--- config.mk ---
export PLATFORM = sky130hd
export DESIGN_NAME = spv_cmd_if
export DESIGN_NICKNAME = d
export VERILOG_FILES = /design/src/rtl/spv_pkg.sv /design/src/rtl/spv_sync.sv /design/src/rtl/spv_edge.sv /design/src/rtl/spv_decode.sv /design/src/rtl/spv_cmd_if.sv
export SDC_FILE = /design/constraint.sdc
export NUM_CORES = 1
export LEC_CHECK = 0
export BUFFER_PORTS_ARGS = -buffer_cell sky130_fd_sc_hd__buf_2
export CORE_ASPECT_RATIO = 0.5
export CORE_MARGIN = 10
export CORE_UTILIZATION = 57
export CTS_CLUSTER_DIAMETER = 150
export DETAILED_ROUTE_END_ITERATION = 6
export GPL_TIMING_DRIVEN = 1
export PLACE_DENSITY = 0.84
export SETUP_SLACK_MARGIN = 0.5
export SLEW_MARGIN = 20
export SYNTH_ARGS = -nofsm -noshare
export SYNTH_HDL_FRONTEND = slang
export SYNTH_SLANG_ARGS = --single-unit
--- constraint.sdc ---
create_clock -name clk -period 2.35 [get_ports clk]
set_input_delay 0.1175 -clock clk [delete_from_list [all_inputs] [get_ports clk]]
set_output_delay 0.1175 -clock clk [all_outputs]
set_load 0.01 [all_outputs]
--- src/rtl/spv_pkg.sv ---
package spv_pkg;
   localparam int unsigned OPC_BITS = 4;

   localparam logic [OPC_BITS-1:0] OPC_CFG   = 4'h0;
   localparam logic [OPC_BITS-1:0] OPC_LOAD  = 4'h2;
   localparam logic [OPC_BITS-1:0] OPC_READ  = 4'h4;
   localparam logic [OPC_BITS-1:0] OPC_INCR  = 4'h6;
   localparam logic [OPC_BITS-1:0] OPC_BEGIN = 4'h8;
   localparam logic [OPC_BITS-1:0] OPC_ERASE = 4'h9;
   localparam logic [OPC_BITS-1:0] OPC_END   = 4'hE;

   typedef enum logic {ST_CMD, ST_FRAME} spv_state_e;
   typedef enum logic [1:0] {FK_CFG, FK_LOAD, FK_READ} spv_frame_e;

   typedef struct packed {
      logic       frame;
      spv_frame_e kind;
      logic       incr;
      logic       pbegin;
      logic       erase;
      logic       pend;
   } spv_dec_t;
endpackage

--- src/rtl/spv_sync.sv ---
module spv_sync #(
   parameter int unsigned STAGES = 2,
   parameter int unsigned WIDTH  = 2
) (
   input  logic             clk,
   input  logic             rst_n,
   input  logic [WIDTH-1:0] d,
   output logic [WIDTH-1:0] q
);
   generate
      if (STAGES < 2) begin : g_bad
         $error("spv_sync needs at least two stages");
      end
      for (genvar b = 0; b < WIDTH; b++) begin : g_bit
         logic [STAGES-1:0] chain;
         always_ff @(posedge clk or negedge rst_n) begin
            if (!rst_n) chain <= '0;
            else        chain <= {chain[STAGES-2:0], d[b]};
         end
         assign q[b] = chain[STAGES-1];
      end
   endgenerate
endmodule

--- src/rtl/spv_edge.sv ---
module spv_edge (
   input  logic clk,
   input  logic rst_n,
   input  logic en,
   input  logic sig,
   output logic rise,
   output logic fall
);
   logic prev;
   always_ff @(posedge clk or negedge rst_n) begin
      if (!rst_n)   prev <= 1'b0;
      else if (!en) prev <= 1'b0;
      else          prev <= sig;
   end
   assign rise = en & sig & ~prev;
   assign fall = en & ~sig & prev;
endmodule

--- src/rtl/spv_decode.sv ---
module spv_decode
   import spv_pkg::*;
#(
   parameter int unsigned CMD_BITS = 6
) (
   input  logic [CMD_BITS-1:0] cmd,
   output spv_dec_t            dec
);
   generate
      if (CMD_BITS < OPC_BITS) begin : g_bad
         $error("command must hold the opcode field");
      end
      if (CMD_BITS > OPC_BITS) begin : g_pad
         logic unused_hi;
         assign unused_hi = ^cmd[CMD_BITS-1:OPC_BITS];
      end
   endgenerate

   logic [OPC_BITS-1:0] opc;
   assign opc = cmd[OPC_BITS-1:0];

   always_comb begin
      dec = '0;
      dec.kind = FK_CFG;
      unique case (opc)
         OPC_CFG:   begin dec.frame = 1'b1; dec.kind = FK_CFG;  end
         OPC_LOAD:  begin dec.frame = 1'b1; dec.kind = FK_LOAD; end
         OPC_READ:  begin dec.frame = 1'b1; dec.kind = FK_READ; end
         OPC_INCR:  dec.incr   = 1'b1;
         OPC_BEGIN: dec.pbegin = 1'b1;
         OPC_ERASE: dec.erase  = 1'b1;
         OPC_END:   dec.pend   = 1'b1;
         default:   dec = dec;
      endcase
   end
endmodule

--- src/rtl/spv_cmd_if.sv ---
module spv_cmd_if
   import spv_pkg::*;
#(
   parameter int unsigned DATA_BITS   = 14,
   parameter int unsigned CMD_BITS    = 6,
   parameter int unsigned SYNC_STAGES = 2,
   parameter bit          GATE_BUSY   = 1'b1
) (
   input  logic                 clk,
   input  logic                 rst_n,
   input  logic                 mode_en,
   input  logic                 ser_clk,
   input  logic                 ser_dat_i,
   output logic                 ser_dat_o,
   output logic                 ser_dat_oe,
   input  logic                 busy_i,
   input  logic [DATA_BITS-1:0] rd_word_i,
   output logic [DATA_BITS-1:0] ld_word_o,
   output logic                 cfg_sel_o,
   output logic                 ld_stb_o,
   output logic                 incr_o,
   output logic                 prog_begin_o,
   output logic                 erase_o,
   output logic                 prog_end_o
);
   localparam int unsigned FRAME_BITS = DATA_BITS + 2;
   localparam int unsigned CW = $clog2(FRAME_BITS + 1);

   generate
      if (DATA_BITS < 1) begin : g_bad_data
         $error("data word must have at least one bit");
      end
      if (CMD_BITS >= FRAME_BITS) begin : g_bad_cmd
         $error("command longer than frame counter range");
      end
   endgenerate

   // synchronise and find serial clock edges
   logic [1:0] pins_s;
   logic       sclk_s, sdat_s, s_rise, s_fall;

   spv_sync #(.STAGES(SYNC_STAGES), .WIDTH(2)) u_sync (
      .clk(clk), .rst_n(rst_n), .d({ser_dat_i, ser_clk}), .q(pins_s)
   );
   assign sclk_s = pins_s[0];
   assign sdat_s = pins_s[1];

   spv_edge u_edge (
      .clk(clk), .rst_n(rst_n), .en(mode_en), .sig(sclk_s),
      .rise(s_rise), .fall(s_fall)
   );

   // state
   spv_state_e           st;
   spv_frame_e           kind;
   logic [CW-1:0]        fcnt, rcnt;
   logic [CMD_BITS-1:0]  cmd_sh, cmd_nxt;
   logic [DATA_BITS-1:0] ld_sh, rd_sh, ld_q;
   logic                 dout_q, oe_q;
   logic                 stb_cfg, stb_ld, stb_inc, stb_beg, stb_era, stb_end;
   spv_dec_t             dec;
   logic                 allow_start;

   assign cmd_nxt = {sdat_s, cmd_sh[CMD_BITS-1:1]};

   spv_decode #(.CMD_BITS(CMD_BITS)) u_dec (.cmd(cmd_nxt), .dec(dec));

   generate
      if (GATE_BUSY) begin : g_gate
         assign allow_start = ~busy_i;
      end else begin : g_nogate
         logic unused_busy;
         assign unused_busy = busy_i;
         assign allow_start = 1'b1;
      end
   endgenerate

   always_ff @(posedge clk or negedge rst_n) begin
      if (!rst_n) begin
         st <= ST_CMD; kind <= FK_CFG;
         fcnt <= '0; rcnt <= '0;
         cmd_sh <= '0; ld_sh <= '0; rd_sh <= '0; ld_q <= '0;
         dout_q <= 1'b0; oe_q <= 1'b0;
         {stb_cfg, stb_ld, stb_inc, stb_beg, stb_era, stb_end} <= '0;
      end else begin
         {stb_cfg, stb_ld, stb_inc, stb_beg, stb_era, stb_end} <= '0;
         if (!mode_en) begin
            st <= ST_CMD; fcnt <= '0; rcnt <= '0;
            dout_q <= 1'b0; oe_q <= 1'b0;
         end else if (st == ST_CMD) begin
            if (s_fall) begin
               cmd_sh <= cmd_nxt;
               if (fcnt == CW'(CMD_BITS - 1)) begin
                  fcnt <= '0;
                  rcnt <= '0;
                  if (dec.frame) begin
                     st   <= ST_FRAME;
                     kind <= dec.kind;
                     if (dec.kind == FK_READ) rd_sh <= rd_word_i;
                  end
                  stb_inc <= dec.incr;
                  stb_beg <= dec.pbegin & allow_start;
                  stb_era <= dec.erase & allow_start;
                  stb_end <= dec.pend;
               end else begin
                  fcnt <= fcnt + 1'b1;
               end
            end
         end else begin
            if (s_rise) begin
               rcnt <= rcnt + 1'b1;
               if (kind == FK_READ && rcnt != '0) begin
                  oe_q <= 1'b1;
                  if (rcnt <= CW'(DATA_BITS)) begin
                     dout_q <= rd_sh[0];
                     rd_sh  <= rd_sh >> 1;
                  end else begin
                     dout_q <= 1'b0;
                  end
               end
            end
            if (s_fall) begin
               if (fcnt != '0 && fcnt <= CW'(DATA_BITS))
                  ld_sh <= {sdat_s, ld_sh[DATA_BITS-1:1]};
               if (fcnt == CW'(FRAME_BITS - 1)) begin
                  st <= ST_CMD; fcnt <= '0; oe_q <= 1'b0; dout_q <= 1'b0;
                  if (kind == FK_LOAD) begin
                     ld_q   <= ld_sh;
                     stb_ld <= 1'b1;
                  end
                  stb_cfg <= (kind == FK_CFG);
               end else begin
                  fcnt <= fcnt + 1'b1;
               end
            end
         end
      end
   end

   assign ser_dat_oe   = oe_q & mode_en;
   assign ser_dat_o    = dout_q & mode_en;
   assign ld_word_o    = ld_q;
   assign cfg_sel_o    = stb_cfg;
   assign ld_stb_o     = stb_ld;
   assign incr_o       = stb_inc;
   assign prog_begin_o = stb_beg;
   assign erase_o      = stb_era;
   assign prog_end_o   = stb_end;

   // strobes are exclusive and last one cycle
   a_r11_strobe_onehot: assert property (@(posedge clk) disable iff (!rst_n)
      $onehot0({cfg_sel_o, ld_stb_o, incr_o, prog_begin_o, erase_o, prog_end_o}));
   a_r11_incr_single: assert property (@(posedge clk) disable iff (!rst_n)
      incr_o |=> !incr_o);
   a_r11_load_single: assert property (@(posedge clk) disable iff (!rst_n)
      ld_stb_o |=> !ld_stb_o);

   // the line is driven only inside a read frame
   a_r6_drive_in_read: assert property (@(posedge clk) disable iff (!rst_n)
      ser_dat_oe |-> (st == ST_FRAME && kind == FK_READ));

   // the load word changes only together with a load strobe
   a_r4_word_with_strobe: assert property (@(posedge clk) disable iff (!rst_n)
      !ld_stb_o |-> $stable(ld_word_o));

   // mode drop leaves the engine idle with the line released
   a_r10_abort_idle: assert property (@(posedge clk) disable iff (!rst_n)
      !mode_en |=> (st == ST_CMD && !oe_q));

   generate
      if (GATE_BUSY) begin : g_busy_chk
         // no start strobe follows a busy cycle
         a_r8_no_start_busy: assert property (@(posedge clk) disable iff (!rst_n)
            (prog_begin_o || erase_o) |-> !$past(busy_i));
      end
   endgenerate
endmodule

# Word-level counts from Yosys, hierarchy flattened
# Cells that the tools add are included.
# totals
reg_bits,74
inputBits,20
out_inout_bits,22
wordCells,140
# op_classes
addsub,2
order_cmp,2
n_eq_ne,19
mux,70
bitwise,12
n_reduce_logical,16
# op_table
cell,count
two-way mux 14 bit,8
two-way mux 5 bit,11
two-way mux 1 bit,50
equality test 4 bit (second input constant),3
adder 5 x 1 -> 5 bit (second input constant),2
<= comparator 5 x 4 -> 1 bit (second input constant),2
AND reduction 5 bit,2
nonzero test 5 bit,2
case mux 3 bit (3 select lines),1
bitwise AND 1 bit,8
equality test 4 x 3 -> 1 bit (second input constant),2
inequality test 2 x 1 -> 1 bit (second input constant),4
AND reduction 8 bit,1
nonzero test 2 bit,4
inequality test 3 x 1 -> 1 bit (second input constant),2
AND reduction 3 bit,2
equality test 5 x 3 -> 1 bit (second input constant),1
equality test 5 x 4 -> 1 bit (second input constant),1
equality test 2 bit (second input constant),2
equality test 4 x 2 -> 1 bit (second input constant),1
zero test 4 bit,1
NOT 1 bit,4
AND reduction 4 bit,1
inequality test 3 bit (second input constant),1
other kinds (4),5

# Logic depth before layout (Yosys ltp)
# logic_depth
word_depth,8
ltp_mapped,9
depth_no_buf,9

# Hierarchy
# From an unflattened synthesis, not the netlist that was laid out.
# hier_totals
hier_cells,255
hier_area_um2,3405.8
# by_module_without_submodules
mod,n_inst,cells_per_inst,area_per_inst_um2,seq_area_each_um2
spv_cmd_if,1,238,3170.5,1701.6
spv_sync,1,6,115.1,100.1
spv_decode,1,7,70.1,0.0
spv_edge,1,4,50.0,25.0

# Worst setup path before layout
# Ideal clock, no wire load.
# synth_timing
path_kind,register to register
startpoint,reg fcnt[0]
endpoint,reg ld_q[10] (netlist: ld_word_o[10])
setup_time_ps,125
arrival_ps,1867
required_ps,2225
slack_ps,358
stages_incl_launch_ff,10
n_path_buf,1
period_less_slack_ps,1992
cell_sequence,dfrtp_1 ha_1 nand3_1 inv_1 ha_1 nand4_1 nor2_1 nand2_1 buf_2 mux2_2
# synth_between
elab_chain_cells,2
# synth_rtl
element,line_no,text
"start, declared",spv_cmd_if.sv:56,"logic [CW-1:0] fcnt, rcnt;"
"start signal, assigned",spv_cmd_if.sv:106,fcnt <= fcnt + 1'b1;
"start signal, assigned",spv_cmd_if.sv:133,fcnt <= fcnt + 1'b1;
equality test 5 x 4 -> 1 bit,spv_cmd_if.sv:125,if (fcnt == CW'(FRAME_BITS - 1)) begin
AND reduction 5 bit (no line),n/a,
"end signal, assigned",spv_cmd_if.sv:128,ld_q <= ld_sh;
"end, declared",spv_cmd_if.sv:58,"logic [DATA_BITS-1:0] ld_sh, rd_sh, ld_q;"
# Every way passes these cells.
# A chain may end at the register's enable or synchronous reset.

# Worst setup path in the final report
# layout_timing
startpoint,reg fcnt[1]
endpoint,reg rd_sh[2]
# layout_between
elab_chain_cells,3
# layout_rtl
element,line_no,text
equality test 5 x 3 -> 1 bit,spv_cmd_if.sv:93,if (fcnt == CW'(CMD_BITS - 1)) begin
nonzero test 2 bit (no line),n/a,
AND reduction 8 bit (no line),n/a,
"end signal, assigned",spv_cmd_if.sv:99,if (dec.kind == FK_READ) rd_sh <= rd_word_i;
"end signal, assigned",spv_cmd_if.sv:116,rd_sh <= rd_sh >> 1;
"end, declared",spv_cmd_if.sv:58,
# Every way passes these cells.

==> results.sh <==
export IMPL_min_to="erase_o$_DFF_PN0_"
export IMPL_fin_nets=358
export IMPL_status="finished clean"
export IMPL_reg2reg_depth=8
export IMPL_dp_cells=364
export IMPL_final_cell_area_sq_um=4500
export IMPL_endpoint_kind="flip-flop"
export IMPL_arrival_ns=2.32
export IMPL_synth_warnings=0
export IMPL_first_iter_violations=279
export IMPL_synth_ff_type="dfrtp_1"
export IMPL_startpoint_type="flip-flop"
export IMPL_p_int_uw=2420
export IMPL_routedWlPerCell_microns=22.4
export IMPL_globalRouteOverflowTotal=0
export IMPL_yosysTopAreaCell="dfrtp_1"
export IMPL_vias_per_cell=5.98
export IMPL_coreArea_sq_um=5560
export IMPL_io_buffer_count=41
export IMPL_syn_nets=282
export IMPL_synth_top_area_share=0.551
export IMPL_power_frac_comb=0.056
export IMPL_synthTopCellsByArea="dfrtp_1, mux2_2, mux2_4"
export IMPL_start_util=0.596
export IMPL_synth_commonest_cells="dfrtp_1, mux2_2, nand2_1, nor2_1, inv_1"
export IMPL_hold_path_cell_count=4
export IMPL_diodes=0
export IMPL_rows=19
export IMPL_synth_area_sq_um=3310
export IMPL_grt_max_degree=31
export IMPL_syn_to_final_growth_pct=35.9
export IMPL_die_h_microns=73.9
export IMPL_vias=2434
export IMPL_max_vdd_ir_drop_uv=606
export IMPL_syn_inst=253
export IMPL_switching_power_uw=715
export IMPL_min_period_over_period=0.892
export IMPL_powerDensity_nw_per_um2=698
export IMPL_drive_above_1_share=0.533
export IMPL_layout_min_cycle_time_ns=2.10
export IMPL_grt_total_usage=0.180
export IMPL_place_hpwl_microns=4380
export IMPL_max_cap_viol_count=0
export IMPL_grt_antenna_before_repair=0
export IMPL_crit_type="flip-flop to flip-flop"
export IMPL_dieWidth_microns=128
export IMPL_reg2reg_to="rd_sh[2]$_DFFE_PN0P_"
export IMPL_synth_avg_cell_area_sq_um=13.1
export IMPL_final_max_slew_viol_count=0
export IMPL_p_leak_uw=0.00224
export IMPL_grt_setup_unrepaired="yes"
export IMPL_clock_latency_ns=0.34
export IMPL_firstDrtPassIters=7
export IMPL_ioPinCount=42
export IMPL_maxSlewHeadroom=0.575
export IMPL_r2r_slack_ns=0.25
export IMPL_clock_sinks=73
export IMPL_grt_pass1_wl_microns=13200
export IMPL_synth_cell_type_count=44
export IMPL_p_seq_frac=0.430
export IMPL_cts_root_buf="clkbuf_16"
export IMPL_placed_area_sq_um=3640
export IMPL_hold_violations=0
export IMPL_synthArstFlopShare=1.00
export IMPL_first_global_vias=2527
export IMPL_wl_microns=9140
export IMPL_synth_edf_count=0
export IMPL_post_route_drc_count=0
export IMPL_final_cell_count_no_fill=407
export IMPL_fmax_mhz=477
export IMPL_setup_violations=0
export IMPL_clk_pin_slew_ns=0.06
export IMPL_gp_congestion=0.832
export IMPL_dieArea_sq_um=9450
export IMPL_clock_skew_ns=0.00593
export IMPL_seq_area_frac_synth=0.551
export IMPL_cts_max_level=3
export IMPL_finalSetupTns_ns=0
export IMPL_cp_data_required_time_ns=2.57
export IMPL_hold_path_class="input pin to flip-flop"
export IMPL_clkPwrFrac=0.515
export IMPL_switching_share=0.228
export IMPL_synth_most_common_cell="dfrtp_1"
export IMPL_cts_tree="built"
export IMPL_cts_max_path_buffers=2
export IMPL_fin_hold_ws_ns=0.0406
export IMPL_worstHoldStart="busy_i"
export IMPL_numCtsBuffers=9
export IMPL_multi_input_area_sq_um=1650
export IMPL_seq_area_sq_um=1830
export IMPL_nFillCells=280
export IMPL_r2r_start="fcnt[1]$_DFFE_PN0P_"
export IMPL_crit_fanout=7
export IMPL_ys_ff_latch=73
export IMPL_worst_slew_pin_slew_ns=0.637
export IMPL_final_antenna_net_count=0
[worst max-delay path by stage]
stage,startpoint,end,slack [ns],cells after the start
after CTS,fcnt[1]$_DFFE_PN0P_,rd_sh[0]$_DFFE_PN0P_,0.34,8
after detailed placement,fcnt[1]$_DFFE_PN0P_,rd_sh[3]$_DFFE_PN0P_,0.25,8
after global routing,rcnt[1]$_DFFE_PN0P_,rd_sh[7]$_DFFE_PN0P_,0.20,8
after global placement,fcnt[0]$_DFFE_PN0P_,ld_word_o[3]$_DFFE_PN0P_,0.31,8
final,fcnt[1]$_DFFE_PN0P_,rd_sh[2]$_DFFE_PN0P_,0.25,8
after floorplan,fcnt[1]$_DFFE_PN0P_,rd_sh[0]$_DFFE_PN0P_,0.41,8
[sequential cells by signal (all words and copies together) (netlist names), 2 cells and up]
| name | count |
|---|---|
| u_sync.g_bit.chain | 4 |
| ld_sh | 14 |
| ld_word_o | 14 |
| kind | 2 |
| fcnt | 5 |
| rcnt | 5 |
| rd_sh | 14 |
| cmd_sh | 5 |
[per-layer routing]
| layer | up-vias | GRT usage | share of wire |
|---|---|---|---|
| li1 | 1044 | - | - |
| met1 | 1226 | 0.204 | 0.39 |
| met2 | 127 | 0.298 | 0.51 |
| met3 | 37 | 0.0517 | 0.066 |
| met4 | 0 | 0.117 | 0.038 |
| met5 | - | 0 | 0 |
[layout by cell type, fill, tap and decap left out, types with 4 or more instances in the layout]
cell,n
dfrtp_1,70
buf_2,41
mux2_4,29
o21ai_0,6
clkbuf_16,10
ha_4,4
inv_2,4
nor2b_1,4
inv_1,7
mux2_2,30
nand2_1,13
buf_4,20
ha_1,4
nor2_1,14
nand4_1,4
a21oi_1,4
[layout make-up]
type	count	area share
Clock buffer	9	0.0500
Clock inverter	7	0.0278
Inverter	12	0.0106
Multi-Input combinational cell	160	0.366
Sequential cell	73	0.407
Tap cell	73	0.0203
Timing Repair Buffer	73	0.119
[metrics by stage]
stage | setup WS [ns] | total power (uW) | util
after floorplan | 0.409 | 1440 | -
after global placement | 0.312 | 1490 | 0.654
after detailed placement | 0.253 | 1500 | 0.654
after CTS | 0.335 | 3110 | 0.774
after global routing | 0.204 | 3230 | 0.809
final | 0.254 | 3140 | 0.809
[cells by family (layout without fill, tap and decap cells)]
family | after synthesis | in the layout | synth area share
AO/OA/AOI/OAI | 23 | 23 | 0.0491
AND/OR/NAND/NOR | 65 | 66 | 0.117
flip-flops | 73 | 73 | 0.551
adder cells (fa/ha/maj) | 9 | 9 | 0.0340
XOR/XNOR | 3 | 3 | 0.00793
buffers and inverters | 21 | 101 | 0.0291
multiplexers | 59 | 59 | 0.212
[power groups by stage]
stage          clock network [uW]  logic, uW  registers, uW
2_1_floorplan                   0       95.8           1340
3_3_place_gp                    0        130           1360
3_5_place_dp                    0        135           1370
4_1_cts                      1610        157           1350
5_1_grt                      1680        192           1360
6_report                     1620        175           1350
[repair_timing]
item,4_1_cts,5_1_grt
hold buffers,3,0
gates resized for setup,37,32
pin swaps,4,7
setup endpoints to repair,48,52
setup buffers,14,7
hold endpoints to repair,29,0
gates cloned,3,0
[worst max-delay path: stages (launching register included)]
cell	delay, ns
dfrtp_2	0.46
inv_2	0.11
ha_4	0.14
and4bb_4	0.27
nand4_4	0.10
nor3b_4	0.27
o211ai_4	0.13
clkbuf_16	0.20
mux2_4	0.30
Power figures use the tool's default switching activity.
